--- src/rtl/mfm_pkg.sv ---
package mfm_pkg;
    typedef enum logic [1:0] {
        CLS_ZERO = 2'd0,
        CLS_NORM = 2'd1,
        CLS_INF  = 2'd2
    } opclass_e;
endpackage

--- src/rtl/mfm_unpack.sv ---
module mfm_unpack
    import mfm_pkg::*;
#(
    parameter int EXP_W  = 5,
    parameter int FRAC_W = 6
) (
    input  logic [EXP_W+FRAC_W:0] op_i,
    output logic                  sign_o,
    output logic [EXP_W-1:0]      exp_o,
    output logic [FRAC_W:0]       sig_o,
    output opclass_e              cls_o
);
    localparam int W = 1 + EXP_W + FRAC_W;

    always_comb begin
        sign_o = op_i[W-1];
        exp_o  = op_i[W-2 -: EXP_W];
        sig_o  = {1'b1, op_i[FRAC_W-1:0]};
        if (exp_o == '0)
            cls_o = CLS_ZERO;
        else if (exp_o == '1)
            cls_o = CLS_INF;
        else
            cls_o = CLS_NORM;
    end
endmodule

--- src/rtl/mfm_core.sv ---
module mfm_core
    import mfm_pkg::*;
#(
    parameter int EXP_W  = 5,
    parameter int FRAC_W = 6
) (
    input  logic                  sign_a,
    input  logic                  sign_b,
    input  logic [EXP_W-1:0]      exp_a,
    input  logic [EXP_W-1:0]      exp_b,
    input  logic [FRAC_W:0]       sig_a,
    input  logic [FRAC_W:0]       sig_b,
    input  opclass_e              cls_a,
    input  opclass_e              cls_b,
    output logic [EXP_W+FRAC_W:0] res_o,
    output logic                  invalid_o
);
    localparam int SIG_W  = FRAC_W + 1;
    localparam int PROD_W = 2 * SIG_W;
    localparam int IW     = EXP_W + 2;
    localparam int BIAS   = (1 << (EXP_W - 1)) - 1;
    localparam int EMAX   = (1 << EXP_W) - 1;
    localparam int SHIFT  = PROD_W - 1 - FRAC_W;

    logic              sign;
    logic [PROD_W-1:0] prod;
    logic [PROD_W-1:0] norm;
    logic              carry;
    logic [IW-1:0]     exp_wide;   // two's complement intermediate
    logic              ovf;
    logic              unf;
    logic [FRAC_W-1:0] frac;

    always_comb begin
        sign     = sign_a ^ sign_b;
        prod     = PROD_W'(sig_a) * PROD_W'(sig_b);
        carry    = prod[PROD_W-1];
        norm     = carry ? prod : (prod << 1);
        frac     = FRAC_W'(norm >> SHIFT);
        exp_wide = IW'(exp_a) + IW'(exp_b) + IW'(carry) - IW'(BIAS);
        ovf      = !exp_wide[IW-1] && (exp_wide[IW-2:0] >= (IW-1)'(EMAX));
        unf      = exp_wide[IW-1] || (exp_wide == '0);

        invalid_o = 1'b0;
        if (cls_a == CLS_INF || cls_b == CLS_INF) begin
            res_o     = {sign, {EXP_W{1'b1}}, {FRAC_W{1'b0}}};
            invalid_o = (cls_a == CLS_ZERO) || (cls_b == CLS_ZERO);
        end else if (cls_a == CLS_ZERO || cls_b == CLS_ZERO) begin
            res_o = {sign, {EXP_W{1'b0}}, {FRAC_W{1'b0}}};
        end else if (ovf) begin
            res_o = {sign, {EXP_W{1'b1}}, {FRAC_W{1'b0}}};
        end else if (unf) begin
            res_o = {sign, {EXP_W{1'b0}}, {FRAC_W{1'b0}}};
        end else begin
            res_o = {sign, exp_wide[EXP_W-1:0], frac};
        end
    end
endmodule

--- src/rtl/minifloat_mul.sv ---
module minifloat_mul
    import mfm_pkg::*;
#(
    parameter int EXP_W      = 5,
    parameter int FRAC_W     = 6,
    parameter bit REGISTERED = 1'b1
) (
    input  logic                  clk,
    input  logic                  rst_n,
    input  logic                  in_valid,
    input  logic [EXP_W+FRAC_W:0] a_i,
    input  logic [EXP_W+FRAC_W:0] b_i,
    output logic                  out_valid,
    output logic [EXP_W+FRAC_W:0] r_o,
    output logic                  invalid_o
);
    localparam int W = 1 + EXP_W + FRAC_W;

    logic [1:0]        op_sign;
    logic [EXP_W-1:0]  op_exp [2];
    logic [FRAC_W:0]   op_sig [2];
    opclass_e          op_cls [2];
    logic [W-1:0]      res_c;
    logic              inv_c;

    for (genvar i = 0; i < 2; i++) begin : g_unpack
        mfm_unpack #(.EXP_W(EXP_W), .FRAC_W(FRAC_W)) u_unpack (
            .op_i   ((i == 0) ? a_i : b_i),
            .sign_o (op_sign[i]),
            .exp_o  (op_exp[i]),
            .sig_o  (op_sig[i]),
            .cls_o  (op_cls[i])
        );
    end

    mfm_core #(.EXP_W(EXP_W), .FRAC_W(FRAC_W)) u_core (
        .sign_a    (op_sign[0]),
        .sign_b    (op_sign[1]),
        .exp_a     (op_exp[0]),
        .exp_b     (op_exp[1]),
        .sig_a     (op_sig[0]),
        .sig_b     (op_sig[1]),
        .cls_a     (op_cls[0]),
        .cls_b     (op_cls[1]),
        .res_o     (res_c),
        .invalid_o (inv_c)
    );

    typedef struct packed {
        logic         vld;
        logic [W-1:0] res;
        logic         inv;
    } out_t;

    if (REGISTERED) begin : g_reg
        out_t out_d, out_q;

        always_comb begin
            out_d     = out_q;
            out_d.vld = in_valid;
            if (in_valid) begin
                out_d.res = res_c;
                out_d.inv = inv_c;
            end
        end

        always_ff @(posedge clk) begin
            if (!rst_n)
                out_q <= '0;
            else
                out_q <= out_d;
        end

        assign out_valid = out_q.vld;
        assign r_o       = out_q.res;
        assign invalid_o = out_q.inv;
    end else begin : g_comb
        logic unused_clk;
        assign unused_clk = clk ^ rst_n;
        assign out_valid  = in_valid;
        assign r_o        = res_c;
        assign invalid_o  = inv_c;
    end
endmodule

--- config.mk ---
export PLATFORM = sky130hd
export DESIGN_NAME = minifloat_mul
export DESIGN_NICKNAME = d
export VERILOG_FILES = /design/src/rtl/mfm_pkg.sv /design/src/rtl/mfm_unpack.sv /design/src/rtl/mfm_core.sv /design/src/rtl/minifloat_mul.sv
export SDC_FILE = /design/constraint.sdc
export NUM_CORES = 1
export LEC_CHECK = 0
export ABC_AREA = 1
export BUFFER_PORTS_ARGS = -buffer_cell sky130_fd_sc_hd__buf_2
export CAP_MARGIN = 40
export CORE_MARGIN = 2
export CORE_UTILIZATION = 46
export CTS_BUF_LIST = sky130_fd_sc_hd__clkbuf_4 sky130_fd_sc_hd__clkbuf_8
export DETAILED_ROUTE_END_ITERATION = 10
export HOLD_SLACK_MARGIN = 0.1
export MAX_ROUTING_LAYER = met4
export PLACE_DENSITY_LB_ADDON = 0.08
export SKIP_LAST_GASP = 1
export SYNTH_ARGS = -nofsm -noshare
export SYNTH_HDL_FRONTEND = slang
export SYNTH_HIERARCHICAL = 1
export SYNTH_SLANG_ARGS = --single-unit
--- constraint.sdc ---
create_clock -name clk -period 8.6 [get_ports clk]
set_input_delay 1.29 -clock clk [delete_from_list [all_inputs] [get_ports clk]]
set_output_delay 1.29 -clock clk [all_outputs]
set_load 0.01 [all_outputs]
==> metrics, run 1 <==
initial antenna violation count=0; Placeable Area=0.00676 sq mm; pre-CTS setup slack=1.48 ns; first-pass GRT wire length=11100 um; Post-route DRC=0; Post-Route WL=6000 um; Buf/Inv on CP=7; input/output buffers=40; final hold violations=0; Crit Path Max Fanout=8; Clock Skews=0 ns; CP required=8.73 ns; post-synthesis cell area=0.00319 sq mm; largest family of logic cells by synthesized area=simple AND/OR/NAND/NOR gates; HPWL Detailed=5310 um; Remaining Overflow, GRT=0; mux contribution to synthesized area=0; Post-Synth Adder-Cell Area=0.303; class of the worst hold path=flip-flop to flip-flop; Syn Inst Count=510; simple-gate share of the synthesized area=0.349; EDFF count, synth=0; Top delay family on crit path=adder cells; gr usage total=0.179; # nets final=614; # setup viols final=0; ys flop type=dfxtp_1; H-tree levels=1; die area=0.00762 sq mm; Non-Filler Instances=602; Seq/Total Area, Yosys=0.0878; max-slew violations=0; post-synth top area share=0.195; drt pass-1 iters=4; Placer Congestion=0.870; xor-xnor portion of the synthesized cell area=0.0110; YS warnings=6; Most common cell on crit path=nand2_1; most frequent cell after synthesis=nand2_1; final worst slack=1.74 ns; P&R area growth vs syn=3.06%; largest net degree at the start of global routing=28; # Post-CTS Setup Buffers=0; crit path DAT=7.00 ns; number of I/O pins=41; RR Startpoint=r_o[8]$_SDFFE_PN0P_; TritonCTS clock tree=built; cts bufs inserted=3; RSZ-0062 raised after global routing=false; hold buffer count at CTS=0; met3 usage in global routing=0.0171; HP Start=r_o[10]$_SDFFE_PN0P_; first-iteration detailed-routing DRC count=132; fmax=0.146 GHz; hold endpoint=r_o[10]$_SDFFE_PN0P_; Max Cap Violations=0; Final Cycle Share=0.798; Antenna Violating Nets Remaining=0; Startpoint Class=input port; routed vias/inst=4.57; largest cells by area after synthesis=nand2_1 (20%), ha_1 (15%), fa_1 (15%); reg2reg end=r_o[8]$_SDFFE_PN0P_; syn avg cell area=6.26 sq um; Die Ht=87.3 um; hold path depth=2; Worst path slowest cell=fa_1; Cell Rows=30; status=finished, final reports clean; root buffer cell=clkbuf_8; FF+latch count, synth=14; filler instances=759; Routed WL per cell=9.97 um; M2 GR Usage=0.293; Max VDD drop=0.0000551 V; Pleak=2.15 nW; Worst R2R Path Depth=2; complex-gate fraction of the synthesized area=0.0447; vias=2749; Antenna diodes=0; Tmin final=6.86 ns; Pwr Density=156 mW/mm^2; CP endpoint kind=flip-flop; Unique masters post-synth=32; clock sinks=14; Clk Latency, worst-skew pair=0.24 ns; Synth async-reset ratio=0; setup TNS=0 ns; Most Used Layer, Global Route=met2; Starting Density=0.473; largest area contributor in the netlist=nand2_1; placed cells=599; layout cells sized above 1=0.123; clock tree buffer depth=2; met1 usage=0.250; Commonest cells post-synth=nand2_1 (166), inv_1 (105), nor2_1 (54); reg2reg setup slack=8.05 ns; syn_nets=600; vias in the first global route=2687; clock-pin slew on the worst setup and hold paths=0.05 ns; WS Path Type=input port to flip-flop; Die Width=87.3 um; crit-path max cell delay=0.53 ns; post_cts resized=0
-- final cells by class --
| cell class | instances | area (sq um) | share of cell area |
|---|---|---|---|
| Clock buffer | 3 | 41.3 | 0.0125 |
| Timing Repair Buffer | 40 | 200 | 0.0608 |
| Tap cell | 80 | 100 | 0.0304 |
| Multi-Input combinational cell | 358 | 2270 | 0.689 |
| Inverter | 107 | 402 | 0.122 |
| Sequential cell | 14 | 280 | 0.0852 |
-- metrics by stage --
stage	utilization	area, sq um	power, W	hold slack, ns
after CTS	0.487	3290	0.000519	0.468
after floorplan	-	3190	0.000394	0.492
after detailed placement	0.481	3250	0.000462	0.460
after global placement	0.481	3250	0.000463	0.453
final	0.487	3290	0.000512	0.467
after global routing	0.487	3290	0.000585	0.483
-- layout by cell type (no fill, tap or decap), drive strengths merged --
cell type  instances
clkbuf             3
a21boi             1
or2                2
o22ai              2
fa                24
a21oi             15
conb               2
nand4              3
nor2              56
ha                39
nand3             22
dfxtp             14
buf               40
inv              107
o21ai              5
nand2            174
xor2               1
xnor2              3
nor3               4
o21bai             2
nand3b             2
and2               1
-- registers in the layout, indices dropped and copies added (netlist names) --
signal and flops:
r_o 12, invalid_o 1, out_valid 1
-- worst reg2reg max path, stage by stage (launching register included) --
cell and delay [ns]:
dfxtp_1 0.31, nor2_1 0.09, nor2_1 0.05
-- metal layers --
layer  wire length, um  part of all wire
met5                 0                 0
met3               166             0.028
met4                25            0.0042
met2              2580              0.43
met1              3230              0.54
-- cells by family (layout without fill, tap and decap cells) --
group	count (synthesis)	count (layout)
other cells	2	2
compound gates	25	25
xor+xnor	4	4
fa+ha+maj	63	63
buf+inv	138	150
flops	14	14
simple gates	264	264
-- power breakdown --
group          switching [W]  total [W]  internal [W]
clock network      0.0000210  0.0000519     0.0000309
registers         0.00000288  0.0000741     0.0000712
logic               0.000238   0.000386      0.000148
-- worst max path at each step --
stage / from / endpoint / slack, ns / depth (start not counted)
2_1_floorplan: a_i[3] / r_o[1]$_SDFFE_PN0P_ / 1.85 / 37
3_3_place_gp: a_i[3] / r_o[2]$_SDFFE_PN0P_ / 1.60 / 37
3_5_place_dp: a_i[3] / r_o[2]$_SDFFE_PN0P_ / 1.48 / 37
4_1_cts: a_i[3] / r_o[2]$_SDFFE_PN0P_ / 1.72 / 37
5_1_grt: a_i[3] / r_o[0]$_SDFFE_PN0P_ / 1.14 / 37
6_report: a_i[3] / r_o[2]$_SDFFE_PN0P_ / 1.74 / 37
Power figures use the tool's default switching activity.
==> run 2: changes to the inputs <==
- clock period: 8.6 -> 6.3 ns (I/O delays scaled with it)
==> metrics, run 2 (synthesized netlist as in run 1, its figures left out) <==
status=finished, final reports clean; hold path depth=2; Die Ht=87.3 um; initial antenna violation count=0; final hold violations=0; # setup viols final=0; Pwr Density=227 mW/mm^2; filler instances=722; Max Cap Violations=0; reg2reg end=r_o[9]$_SDFFE_PN0P_; clock sinks=14; clock-pin slew on the worst setup and hold paths=0.05 ns; CP required=6.48 ns; clock share of power=0.084; first-pass GRT wire length=11700 um; Clk Latency, worst-skew pair=0.23 ns; reg2reg setup slack=5.75 ns; Placeable Area=0.00676 sq mm; Psw=0.000397 W; H-tree levels=1; gr usage total=0.190; Post-route DRC=0; Startpoint Class=input port; crit path DAT=6.12 ns; Cell Rows=30; hold buffer count at CTS=0; Pleak=2.29 nW; Clock Skews=0 ns; fmax=0.168 GHz; Die Width=87.3 um; most frequent cells in the layout=nand2_1 (156), inv_1 (97), nor2_1 (52), buf_2 (38), ha_1 (33); class of the worst hold path=flip-flop to flip-flop; input/output buffers=40; die area=0.00762 sq mm; Crit Path Max Fanout=3; # nets final=641; Max VDD drop=0.0000957 V; RR Startpoint=r_o[9]$_SDFFE_PN0P_; Most common cell on crit path=nand2_1; first-iteration detailed-routing DRC count=73; Post-Route WL=6370 um; Int Pwr=0.000433 W; routed vias/inst=4.62; number of I/O pins=41; Non-Filler Instances=629; P&R area growth vs syn=14.6%; CP endpoint kind=flip-flop; final worst slack=0.359 ns; largest net degree at the start of global routing=28; Worst R2R Path Depth=2; Remaining Overflow, GRT=0; Worst path slowest cell=fa_1; Final Cycle Share=0.943; vias=2908; RSZ-0062 raised after global routing=true; Final Total Pwr=0.000830 W; final hold slack=0.467 ns; power share of the combinational group=0.794; vias in the first global route=2806; Seq pwr share=0.122; Placer Congestion=0.815; pre-CTS setup slack=-0.153 ns; Tmin final=5.94 ns; TritonCTS clock tree=built; FF/Latch Area=280 sq um; layout cells sized above 1=0.220; Sw Ratio=0.479; HPWL Detailed=5450 um; number of flip-flops under the largest register name=12; root buffer cell=clkbuf_8; commonest non-fill, non-tap cell in the layout=nand2_1; max-slew violations=0; WS Path Type=input port to flip-flop; HP Start=r_o[1]$_SDFFE_PN0P_; Antenna diodes=0; cts bufs inserted=3; hold endpoint=r_o[1]$_SDFFE_PN0P_; Starting Density=0.473; Multi-input gate area=0.00242 sq mm; drt pass-1 iters=4; clock tree buffer depth=2; Routed WL per cell=10.1 um; Antenna Violating Nets Remaining=0; crit-path max cell delay=0.54 ns; placed cells=621
-- run 2: cell types whose count changed in the layout (fill, tap and decap cells not counted), moves of 2 or more --
cell / delta
nor2_1: -2
nand2_4: +2
nand2_1: -10
inv_1: -8
buf_6: +3
ha_4: +6
buf_2: -2
inv_2: +8
buf_4: +26
nand2_2: +8
ha_1: -6
-- run 2: per-stage QoR --
step	instance area, sq um	utilization	setup TNS, ns
floorplan	3220	-	0
global placement	3440	0.509	-0.396
detailed placement	3440	0.509	-1.03
CTS	3480	0.516	0
global route	3660	0.542	-0.0408
finish	3660	0.542	0
-- run 2: how the worst max path moves through the flow --
stage | depth (start not counted) | slack, ns | to | from
global placement | 37 | -0.08 | r_o[7]$_SDFFE_PN0P_ | a_i[3]
CTS | 37 | 0.1 | r_o[7]$_SDFFE_PN0P_ | a_i[3]
global route | 38 | -0.04 | r_o[3]$_SDFFE_PN0P_ | b_i[1]
finish | 37 | 0.36 | r_o[7]$_SDFFE_PN0P_ | b_i[1]
floorplan | 37 | 0.02 | r_o[1]$_SDFFE_PN0P_ | a_i[3]
detailed placement | 37 | -0.15 | r_o[7]$_SDFFE_PN0P_ | a_i[3]
-- run 2: layout make-up --
class / instances / area share
Multi-Input combinational cell: 358 / 0.661
Timing Repair Buffer: 67 / 0.115
Inverter: 107 / 0.110
Sequential cell: 14 / 0.0766
Tap cell: 80 / 0.0274
Clock buffer: 3 / 0.0113
-- run 2: layer usage --
layer  wire [um]  up-vias  part of all wire  track usage
met1        3440     1291              0.54        0.272
met2        2750       42              0.43        0.309
met5           0        -                 0            -
li1            -     1575                 -            -
met4           0        0                 0      0.00699
met3         181        0             0.028       0.0161
-- run 2: power by group through the flow --
| stage | clock [W] | sequential [W] | combinational [W] |
|---|---|---|---|
| global placement | 0 | 0.000103 | 0.000587 |
| global route | 0.0000775 | 0.000102 | 0.000761 |
| finish | 0.0000697 | 0.000101 | 0.000659 |
| detailed placement | 0 | 0.000103 | 0.000587 |
| CTS | 0.0000723 | 0.000101 | 0.000594 |
| floorplan | 0 | 0.000107 | 0.000440 |
-- run 2: critical path: cells and delay by family --
family                   cells  cell delay [ns]
buffers and inverters       10             0.70
AND/OR/NAND/NOR             20             1.54
adder cells (fa/ha/maj)      7             2.94
-- run 2: what timing repair did --
item,CTS,global route
gates resized for setup,0,37
endpoints found under the setup margin,0,11
buffers inserted,0,5
